[src/rtl/keyed_wdt.sv]
module keyed_wdt #(
  parameter int          BASE_SHIFT = 12,
  parameter int          STEP       = 2,
  parameter int          CTRL_W     = 16,
  parameter int          SEL_LSB    = 8,
  parameter logic [7:0]  KEY        = 8'hA5
) (
  input  logic              clk,
  input  logic              rst_n,
  input  logic              ctrl_we,
  input  logic [CTRL_W-1:0] ctrl_wdata,
  input  logic              pst_we,
  input  logic [7:0]        pst_wdata,
  input  logic              init_seen,
  input  logic              rst_seen,
  output logic              init_req,
  output logic              wdog_flag,
  output logic              osc_keep,
  output logic              running,
  output logic [1:0]        period
);
  localparam int CW = BASE_SHIFT + 3 * STEP;

  logic [CW-1:0] cnt;
  logic [CW-1:0] limit;
  logic          locked;
  logic          key_ok;
  logic          any_rst;
  logic          expire;

  assign limit    = {CW{1'b1}} >> (STEP * (3 - int'(period)));
  assign key_ok   = pst_we && (pst_wdata == KEY);
  assign any_rst  = init_seen || rst_seen;
  assign expire   = running && (cnt == limit);
  assign osc_keep = init_seen && init_req;

  always_ff @(posedge clk or negedge rst_n) begin
    if (!rst_n) begin
      running   <= 1'b0;
      locked    <= 1'b0;
      period    <= 2'd0;
      cnt       <= '0;
      init_req  <= 1'b0;
      wdog_flag <= 1'b0;
    end else begin
      if (init_seen && init_req) wdog_flag <= 1'b1;
      if (any_rst) begin
        running  <= 1'b0;
        locked   <= 1'b0;
        period   <= 2'd0;
        cnt      <= '0;
        init_req <= 1'b0;
      end else begin
        if (ctrl_we && !locked) begin
          period <= ctrl_wdata[SEL_LSB +: 2];
          locked <= 1'b1;
        end
        if (ctrl_we && !running && !init_req) begin
          running <= 1'b1;
          cnt     <= '0;
        end else if (running) begin
          if (key_ok)      cnt <= '0;
          else if (expire) begin
            running  <= 1'b0;
            init_req <= 1'b1;
          end else         cnt <= cnt + 1'b1;
        end
      end
    end
  end

  p_req_hold_r6: assert property (@(posedge clk) disable iff (!rst_n)
    init_req && !any_rst |=> init_req);

  p_req_clear_r6: assert property (@(posedge clk) disable iff (!rst_n)
    any_rst |=> !init_req && !running);

  p_req_source_r2: assert property (@(posedge clk) disable iff (!rst_n)
    $rose(init_req) |-> $past(running));

  p_flag_sticky_r7: assert property (@(posedge clk) disable iff (!rst_n)
    wdog_flag |=> wdog_flag);

  p_flag_set_r7: assert property (@(posedge clk) disable iff (!rst_n)
    init_seen && init_req |=> wdog_flag);

  p_period_lock_r3: assert property (@(posedge clk) disable iff (!rst_n)
    locked && !any_rst |=> $stable(period));

  p_key_restart_r4: assert property (@(posedge clk) disable iff (!rst_n)
    running && key_ok && !any_rst |=> cnt == '0);

  p_bad_key_r5: assert property (@(posedge clk) disable iff (!rst_n)
    running && pst_we && !key_ok && !expire && !any_rst |=> cnt == $past(cnt) + 1'b1);

  p_no_stop_r9: assert property (@(posedge clk) disable iff (!rst_n)
    running && !expire && !any_rst |=> running);
endmodule

[config.mk]
export PLATFORM = sky130hd
export DESIGN_NAME = keyed_wdt
export DESIGN_NICKNAME = d
export VERILOG_FILES = /design/src/rtl/keyed_wdt.sv
export SDC_FILE = /design/constraint.sdc
export NUM_CORES = 1
export LEC_CHECK = 0
export CAP_MARGIN = 0
export CORE_MARGIN = 2
export CORE_UTILIZATION = 30
export DETAILED_ROUTE_END_ITERATION = 8
export PLACE_DENSITY = 0.55
export SKIP_CTS_REPAIR_TIMING = 1
export SLEW_MARGIN = 20
export SYNTH_ARGS = -nofsm -noshare
export SYNTH_HDL_FRONTEND = slang
export SYNTH_SLANG_ARGS = --single-unit
[constraint.sdc]
create_clock -name clk -period 2.94 [get_ports clk]
set_input_delay 0.588 -clock clk [delete_from_list [all_inputs] [get_ports clk]]
set_output_delay 0.588 -clock clk [all_outputs]
set_load 0.05 [all_outputs]
After elaboration in Yosys (flattened, before gate mapping)
Index checks and enable logic that the tools add are counted.

word-level totals
  bits in registers = 24
  bits of input ports = 30
  output and inout bits = 6

operators by class
  add/subtract/negate cells = 2
  equality and inequality tests = 5
  shift-type cells = 1
  multiplexer cells = 19
  reduce and logical (&&, ||, !) cells = 16

operator list
  kind                                                                     count
  18-bit two-way mux                                                       5
  18-bit by 32-bit right shift with 18-bit output, first input constant    1
  18-bit by 1-bit adder with 18-bit output, second input constant          1
  18-bit equality test                                                     1
  1-bit two-way mux                                                        12
  8-bit equality test, second input constant                               1
  1-bit logical AND                                                        6
  2-bit nonzero test                                                       3
  2-bit two-way mux                                                        2
  4-bit by 3-bit inequality test with 1-bit output, second input constant  1
  4-bit AND reduction                                                      1
  1-bit logical NOT                                                        3
  3-bit nonzero test                                                       1
  2-bit by 2-bit subtractor with 3-bit output, first input constant        1
  2-bit by 1-bit inequality test with 1-bit output, second input constant  1
  2-bit inequality test, second input constant                             1
  2-bit AND reduction                                                      1
  1-bit logical OR                                                         1

Longest topological paths before layout
Gate-level depths: netlist of run 1.

  depth after elaboration = 9
  gate-level depth with buffers = 8

Worst setup path after synthesis of run 1
Ideal clock, no wire load.

  path type = register -> register
  start point = register period[0]
  end point = register cnt[13]
  library setup time = 0.095 ns
  arrival = 1.957 ns
  required time = 2.845 ns
  path slack = 0.888 ns
  cell stages (with the launch flop) = 8
  period minus slack after synthesis = 2.052 ns
  path through = dfrtp_1 > or4_4 > a211oi_2 > o221ai_1 > o21ai_2 > buf_6 > o21ai_1 > o31ai_1

on the way
  cells in the longest elaborated chain, start to end = 6

RTL lines
  item                                                        line  source
  start: declaration                                          20    output logic [1:0] period
  start signal: assignment                                    55    period <= ctrl_wdata[SEL_LSB +: 2];
  2-bit by 2-bit subtractor with 3-bit output                 31    assign limit = {CW{1'b1}} >> (STEP * (3 - int'(period)));
  18-bit by 32-bit right shift with 18-bit output             31
  18-bit equality test                                        34    assign expire = running && (cnt == limit);
  1-bit logical AND                                           34
  4-bit by 3-bit inequality test with 1-bit output (no line)  -
  2-bit AND reduction (no line)                               -
  end signal: assignment                                      66    end else cnt <= cnt + 1'b1;
  end: declaration                                            24    logic [CW-1:0] cnt;

Every way passes these cells.
A chain may end at the register's enable or synchronous reset.

Worst setup path in the final report of run 1
  start point = register cnt[0]
  end point = register cnt[16]

on the way
  cells in the longest elaborated chain, start to end = 6

RTL lines
  item                                      line  source
  18-bit by 1-bit adder with 18-bit output  66
  18-bit two-way mux                        63    else if (expire) begin
  18-bit two-way mux                        62    if (key_ok) cnt <= '0;
  18-bit two-way mux                        61    end else if (running) begin
  18-bit two-way mux                        58    if (ctrl_we && !running && !init_req) begin
  18-bit two-way mux                        47    if (any_rst) begin

Parallel ways exist; a longest one is shown, timed or not. The select of a mux whose other input is x is not followed.

==> results.cfg, run 1 <==
[worst_setup_path]
start_kind = flop
crit_arrival_ns = 2.64
worstRegToRegCells = 7
crit_path_start = cnt[0]
timing.rr.start = cnt[0]
cp_max_fo = 11
end_kind = flop
worstPathRequired_ns = 3.15
crit_type = flop to flop

[layout]
final_common_cell = dfrtp_1
layout_common_cells = 24 x dfrtp_1, 20 x clkdlybuf4s50_1, 19 x nand2_1
diodes = 0
final_net_count = 216
area_growth_pct = 22.4
drive_gt1_share_pct = 9.78

[floorplanning]
core.rowCount = 24
core_area_um2 = 4440
dieArea_um2 = 5250
initial_utilization_pct = 31.6
die_h_um = 72.5
die_x_um = 72.5
ios = 36

[sta]
finalHoldViolations = 0
post-route-period-util_pct = 82.6
setup_viol = 0
relSlewSlack_pct = 46.2
period_needed_ns = 2.43
slew_violations = 0
finClkSkew_ns = 0.00148
max_clock_freq_ghz = 0.412
setup_slack_ns = 0.510
worst_pin_slew_ns = 0.794
grt_setup_unrepaired = no
tns_ns = 0

[yosys]
ys_seq_elements = 24
synth_cell_types = 42
synth_nets = 192
syn_avg_cell_area_um2 = 8.74
yosys_warnings = 0
synth_seq_area_share_pct = 42.7
syn_inst = 161
syn_area_um2 = 1410

[placement]
gp_congestion = 0.871
dp_hpwl_mm = 2.63
port_buffers = 21
post-place-ws_ns = 0.292

[power_and_ir_drop]
p_sw_mw = 0.148
clockPowerShare_pct = 36.0
p_leak_nw = 0.690
share_comb_of_total_power_pct = 11.0
switching_share_pct = 23.3
p_seq_share_pct = 53.0
power_density_nw_per_um2 = 368
power.internal_mw = 0.485
ir_worst_vdd_uv = 178

[cts]
clkLatencyLatePin_ns = 0.26
clock_sinks = 24
cts-root-buf = clkbuf_8
htree_levels = 1
numCtsBuffers = 3
clk_pin_slew_ns = 0.09
cts_max_path_buffers = 2
cts_tree = yes

[global_route]
antenna_found_initial = 0
grt_max_degree = 25
grtUsageTotal_pct = 15.1
grt_pass1_wl_mm = 6.28
grt_pass1_vias = 1387
grt_overflow_total = 0

[detailed_routing]
drcViolationCount = 0
first_iter_violations = 183
drt-vias-per-instance = 5.62
firstDrtPassIters = 5
wl_per_cell_um = 15.3
wl_mm = 3.60
postRouteAntennaNets = 0
vias = 1327

[outcome]
status = finished, final reports clean

[hold_path]
min-delay-start = wdog_flag
min_delay_path_depth = 1
hold_path_class = flop to flop

[run]
maxCapViolCount = 0
path summary, 6_finish.rpt:
| path | end | slack [ns] |
|---|---|---|
| max in group asynchronous | cnt[11] | 2.02 |
| worst max register to register | cnt[16] | 0.51 |
| worst min-delay path | wdog_flag | 0.48 |
| worst max-delay path | cnt[16] | 0.51 |
| worst min register to register | wdog_flag | 0.48 |
| min in group asynchronous | cnt[13] | 0.67 |
per-stage QoR:
| stage | hold slack [ns] | power [mW] | utilization, % | area (um2) | cells |
|---|---|---|---|---|---|
| global route | 0.519 | 0.663 | 38.7 | 1720 | 236 |
| finish | 0.478 | 0.633 | 38.7 | 1720 | 236 |
| floorplan | 0.292 | 0.374 | - | 1410 | 161 |
| CTS | 0.492 | 0.642 | 38.7 | 1720 | 236 |
| detailed placement | 0.467 | 0.412 | 37.5 | 1670 | 232 |
| global placement | 0.458 | 0.410 | 37.5 | 1670 | 232 |
critical path: stages, from the launching register on:
cell,delay (ns)
dfrtp_1,0.40
ha_1,0.21
nand3_1,0.25
nor4_4,0.43
o221ai_1,0.23
o21ai_2,0.49
o21bai_1,0.19
mux2_2,0.17
state kept, by name (all words and copies together), names as in the netlist:
register and count:
cnt 18, period 2, init_req 1, locked 1
running 1, wdog_flag 1
cells by family (layout without fill, tap and decap cells):
logic type,after synthesis,after routing,synth area share [%]
adders and majority gates,1,1,0.890
muxes,1,1,0.801
AOI/OAI and AO/OA,44,44,19.9
xor gates and xnor gates,1,1,0.623
DFF,24,24,42.7
buffers and inverters,11,34,4.09
and+or+nand+nor,79,79,31.0
synth_stat cells:
master    number  area share, %
o21ai_1       10            3.6
o21a_1         1           0.53
o21ai_0       10            3.6
a21oi_1        6            2.1
clkbuf_1       1           0.27
and2_1         1           0.45
o221ai_1       1           0.62
mux2_2         1           0.80
buf_1          1           0.27
nand2_1       19            5.1
and3_1         4            1.8
inv_1          6            1.6
a211oi_2       1           0.89
or2_2          2           0.89
a31oi_1        1           0.45
nor3_1         6            2.1
o22a_1         1           0.62
or4_4          1           0.80
nand3_1       12            4.3
nand2b_1       1           0.45
nor2b_1        7            3.1
o21ai_2        1           0.62
dfrtp_1       24             43
and2_4         1           0.62
o21bai_1       1           0.53
xnor2_1        1           0.62
or3_1          1           0.45
nor4_4         1            1.5
o311ai_1       4            2.5
o22a_2         1           0.71
nor3b_1        1           0.53
buf_2          1           0.36
ha_1           1           0.89
nand3_2        1           0.71
nor4_1         1           0.45
nand4_1        6            2.7
o31ai_1        6            3.2
nand3b_1       2            1.1
nor2_1        10            2.7
nor4bb_1       1           0.71
buf_6          2            1.6
or3b_1         1           0.62
cell type report:
cell class | instances | area, um2
Tap cell | 52 | 65.1
Sequential cell | 24 | 601
Clock buffer | 4 | 55.1
Inverter | 6 | 22.5
Timing Repair Buffer | 24 | 230
Fill cell | 457 | 2720
Multi-Input combinational cell | 126 | 748
routing by layer:
metal / vias up / share of wire [%] / GRT usage (%) / routed length (um)
met5: - / 0 / 0 / 0
met4: 0 / 1.2 / 6.58 / 42
met3: 4 / 4.7 / 2.50 / 169
met2: 52 / 47 / 25.2 / 1700
met1: 636 / 47 / 19.4 / 1700
li1: 635 / - / - / -
power by group through the flow:
stage | Clock, mW | Combinational, mW | Sequential, mW
after CTS | 0.235 | 0.0705 | 0.336
after global routing | 0.249 | 0.0775 | 0.336
final | 0.228 | 0.0697 | 0.336
after global placement | 0 | 0.0677 | 0.342
after floorplan | 0 | 0.0270 | 0.347
after detailed placement | 0 | 0.0703 | 0.342
No activity file was read; power rests on OpenSTA's default activity.
==> inputs of run 2 (changes only) <==
--- a/config.mk
+++ b/config.mk
@@ -9,7 +9,7 @@
 export CORE_MARGIN = 2
 export CORE_UTILIZATION = 30
 export DETAILED_ROUTE_END_ITERATION = 8
-export PLACE_DENSITY = 0.55
+export PLACE_DENSITY = 0.57
 export SKIP_CTS_REPAIR_TIMING = 1
 export SLEW_MARGIN = 20
 export SYNTH_ARGS = -nofsm -noshare
==> constraint.sdc (replaced) <==
create_clock -name clk -period 2 [get_ports clk]
set_input_delay 0.4 -clock clk [delete_from_list [all_inputs] [get_ports clk]]
set_output_delay 0.4 -clock clk [all_outputs]
set_load 0.05 [all_outputs]
==> run 2 against run 1 <==
Effect of this change: fmax rose by 24%; core utilization rose by 5.2 points; critical path depth shrank 1; non-clock buffer count rose by 22; setup slack lost 0.47 ns; combinational power up 79%; first-iteration DRC count down 67%; via count rose by 4.7%; critical endpoint is now cnt[4].
==> results.cfg, run 2 (synthesized netlist as in run 1, its figures left out) <==
[layout]
drive_gt1_share_pct = 24.8
top_register = cnt
area_growth_pct = 38.9
fillCellCount = 423
diodes = 0
largest_reg_flops = 18
final_common_cell = buf_4
postLayoutCoreUtil_pct = 43.9
layout_top_registers = cnt x18, period x2
layout_common_cells = 27 x buf_4, 23 x dfrtp_1, 19 x nand2_1
final_net_count = 238
seqCellArea_um2 = 602
multi_input_area_um2 = 802

[cts]
numCtsBuffers = 3
htree_levels = 1
clock_sinks = 24
cts_max_path_buffers = 2
clk_pin_slew_ns = 0.09
cts_tree = yes
clkLatencyLatePin_ns = 0.28
cts-root-buf = clkbuf_8

[worst_setup_path]
start_kind = flop
crit_buf_inv = 0
cp_max_fo = 5
path_cells = or4_4 > a211oi_4 > o22a_2 > and2_4 > nand3_2 > o311ai_1
end_kind = flop
cp_slowest_stage_delay_ns = 0.55
crit_type = flop to flop
worstPathRequired_ns = 2.17
cpLargestDelayFamily = simple AND/OR/NAND/NOR gates
crit_path_top_delay_cell = or4_4
crit_arrival_ns = 2.14

[placement]
dp_hpwl_mm = 2.80
post-place-ws_ns = -0.267
port_buffers = 21
gp_congestion = 0.835

[sta]
setup_viol = 0
relSlewSlack_pct = 66.1
grt_setup_unrepaired = yes
post-route-period-util_pct = 98.1
finalHoldViolations = 0
setup_slack_ns = 0.0373
tns_ns = 0
slew_violations = 0
period_needed_ns = 1.96
finClkSkew_ns = 0.00628
worst_pin_slew_ns = 0.507
max_clock_freq_ghz = 0.510

[floorplanning]
ios = 36
die_h_um = 72.5
dieArea_um2 = 5250
core_area_um2 = 4440
core.rowCount = 24
die_x_um = 72.5
initial_utilization_pct = 31.6

[power_and_ir_drop]
p_leak_nw = 0.833
power_density_nw_per_um2 = 493
ir_worst_vdd_uv = 366
p_total_mw = 0.963

[global_route]
grtUsageMet1_pct = 20.7
grt_pass1_wl_mm = 6.41
grt_max_degree = 25
grt_overflow_total = 0
grtUsageTotal_pct = 15.7
grt.met2_usage_pct = 25.5
grt_pass1_vias = 1359
antenna_found_initial = 0
busiest_layer = met2
gr-usage-met3_pct = 3.75

[detailed_routing]
vias = 1390
wl_mm = 3.79
firstDrtPassIters = 4
drt-vias-per-instance = 5.39
first_iter_violations = 60
postRouteAntennaNets = 0
wl_per_cell_um = 14.7
drcViolationCount = 0

[outcome]
status = finished, final reports clean

[hold_path]
hold_path_class = flop to flop

[run]
maxCapViolCount = 0
run 2: cell count changes in the layout (fill, tap and decap cells not counted), sizes merged:
cell           previous run  this run
buf                       4        29
clkdlybuf4s50            20        16
dlymetal6s2s              0         1
run 2: worst reg2reg max path, cell delays in order (launching register included):
cell and delay, ns:
dfrtp_1 0.40, or4_4 0.55, a211oi_4 0.26, o22a_2 0.22, and2_4 0.18, nand3_2 0.13
o311ai_1 0.13
run 2: layer usage:
layer | wire (um) | vias to the layer above | share of wire (%)
met1 | 1740 | 672 | 46
met4 | 58 | 0 | 1.5
met3 | 162 | 6 | 4.3
met5 | 0 | - | 0
li1 | - | 678 | -
met2 | 1830 | 34 | 48
run 2: worst paths after layout:
| path | cells after the start | end | from | slack (ns) |
|---|---|---|---|---|
| setup / recovery | 6 | cnt[4] | cnt[12] | 0.04 |
| hold / removal | 1 | wdog_flag | wdog_flag | 0.47 |
| setup reg to reg | 6 | cnt[4] | cnt[12] | 0.04 |
| hold reg to reg | 1 | wdog_flag | wdog_flag | 0.47 |
| max in group asynchronous | 2 | period[0] | rst_n | 1.27 |
| min in group asynchronous | 2 | cnt[17] | rst_n | 0.48 |
run 2: final cells by class:
type	count	area share, %
Multi-Input combinational cell	126	41.1
Sequential cell	24	30.8
Timing Repair Buffer	46	20.8
Tap cell	52	3.33
Clock buffer	4	2.82
Inverter	6	1.15
run 2: power breakdown:
| group | switching [mW] | leakage (nW) | total [mW] | internal [mW] |
|---|---|---|---|---|
| clock network | 0.169 | 0.0288 | 0.346 | 0.176 |
| logic | 0.0601 | 0.472 | 0.125 | 0.0645 |
| registers | 0.00407 | 0.332 | 0.493 | 0.488 |
run 2: per-stage QoR:
step | instances | hold slack (ns) | cell area, um2
2_1_floorplan | 161 | 0.104 | 1420
4_1_cts | 256 | 0.480 | 1890
3_5_place_dp | 252 | 0.459 | 1830
6_report | 258 | 0.475 | 1950
5_1_grt | 258 | 0.497 | 1950
3_3_place_gp | 252 | 0.450 | 1830
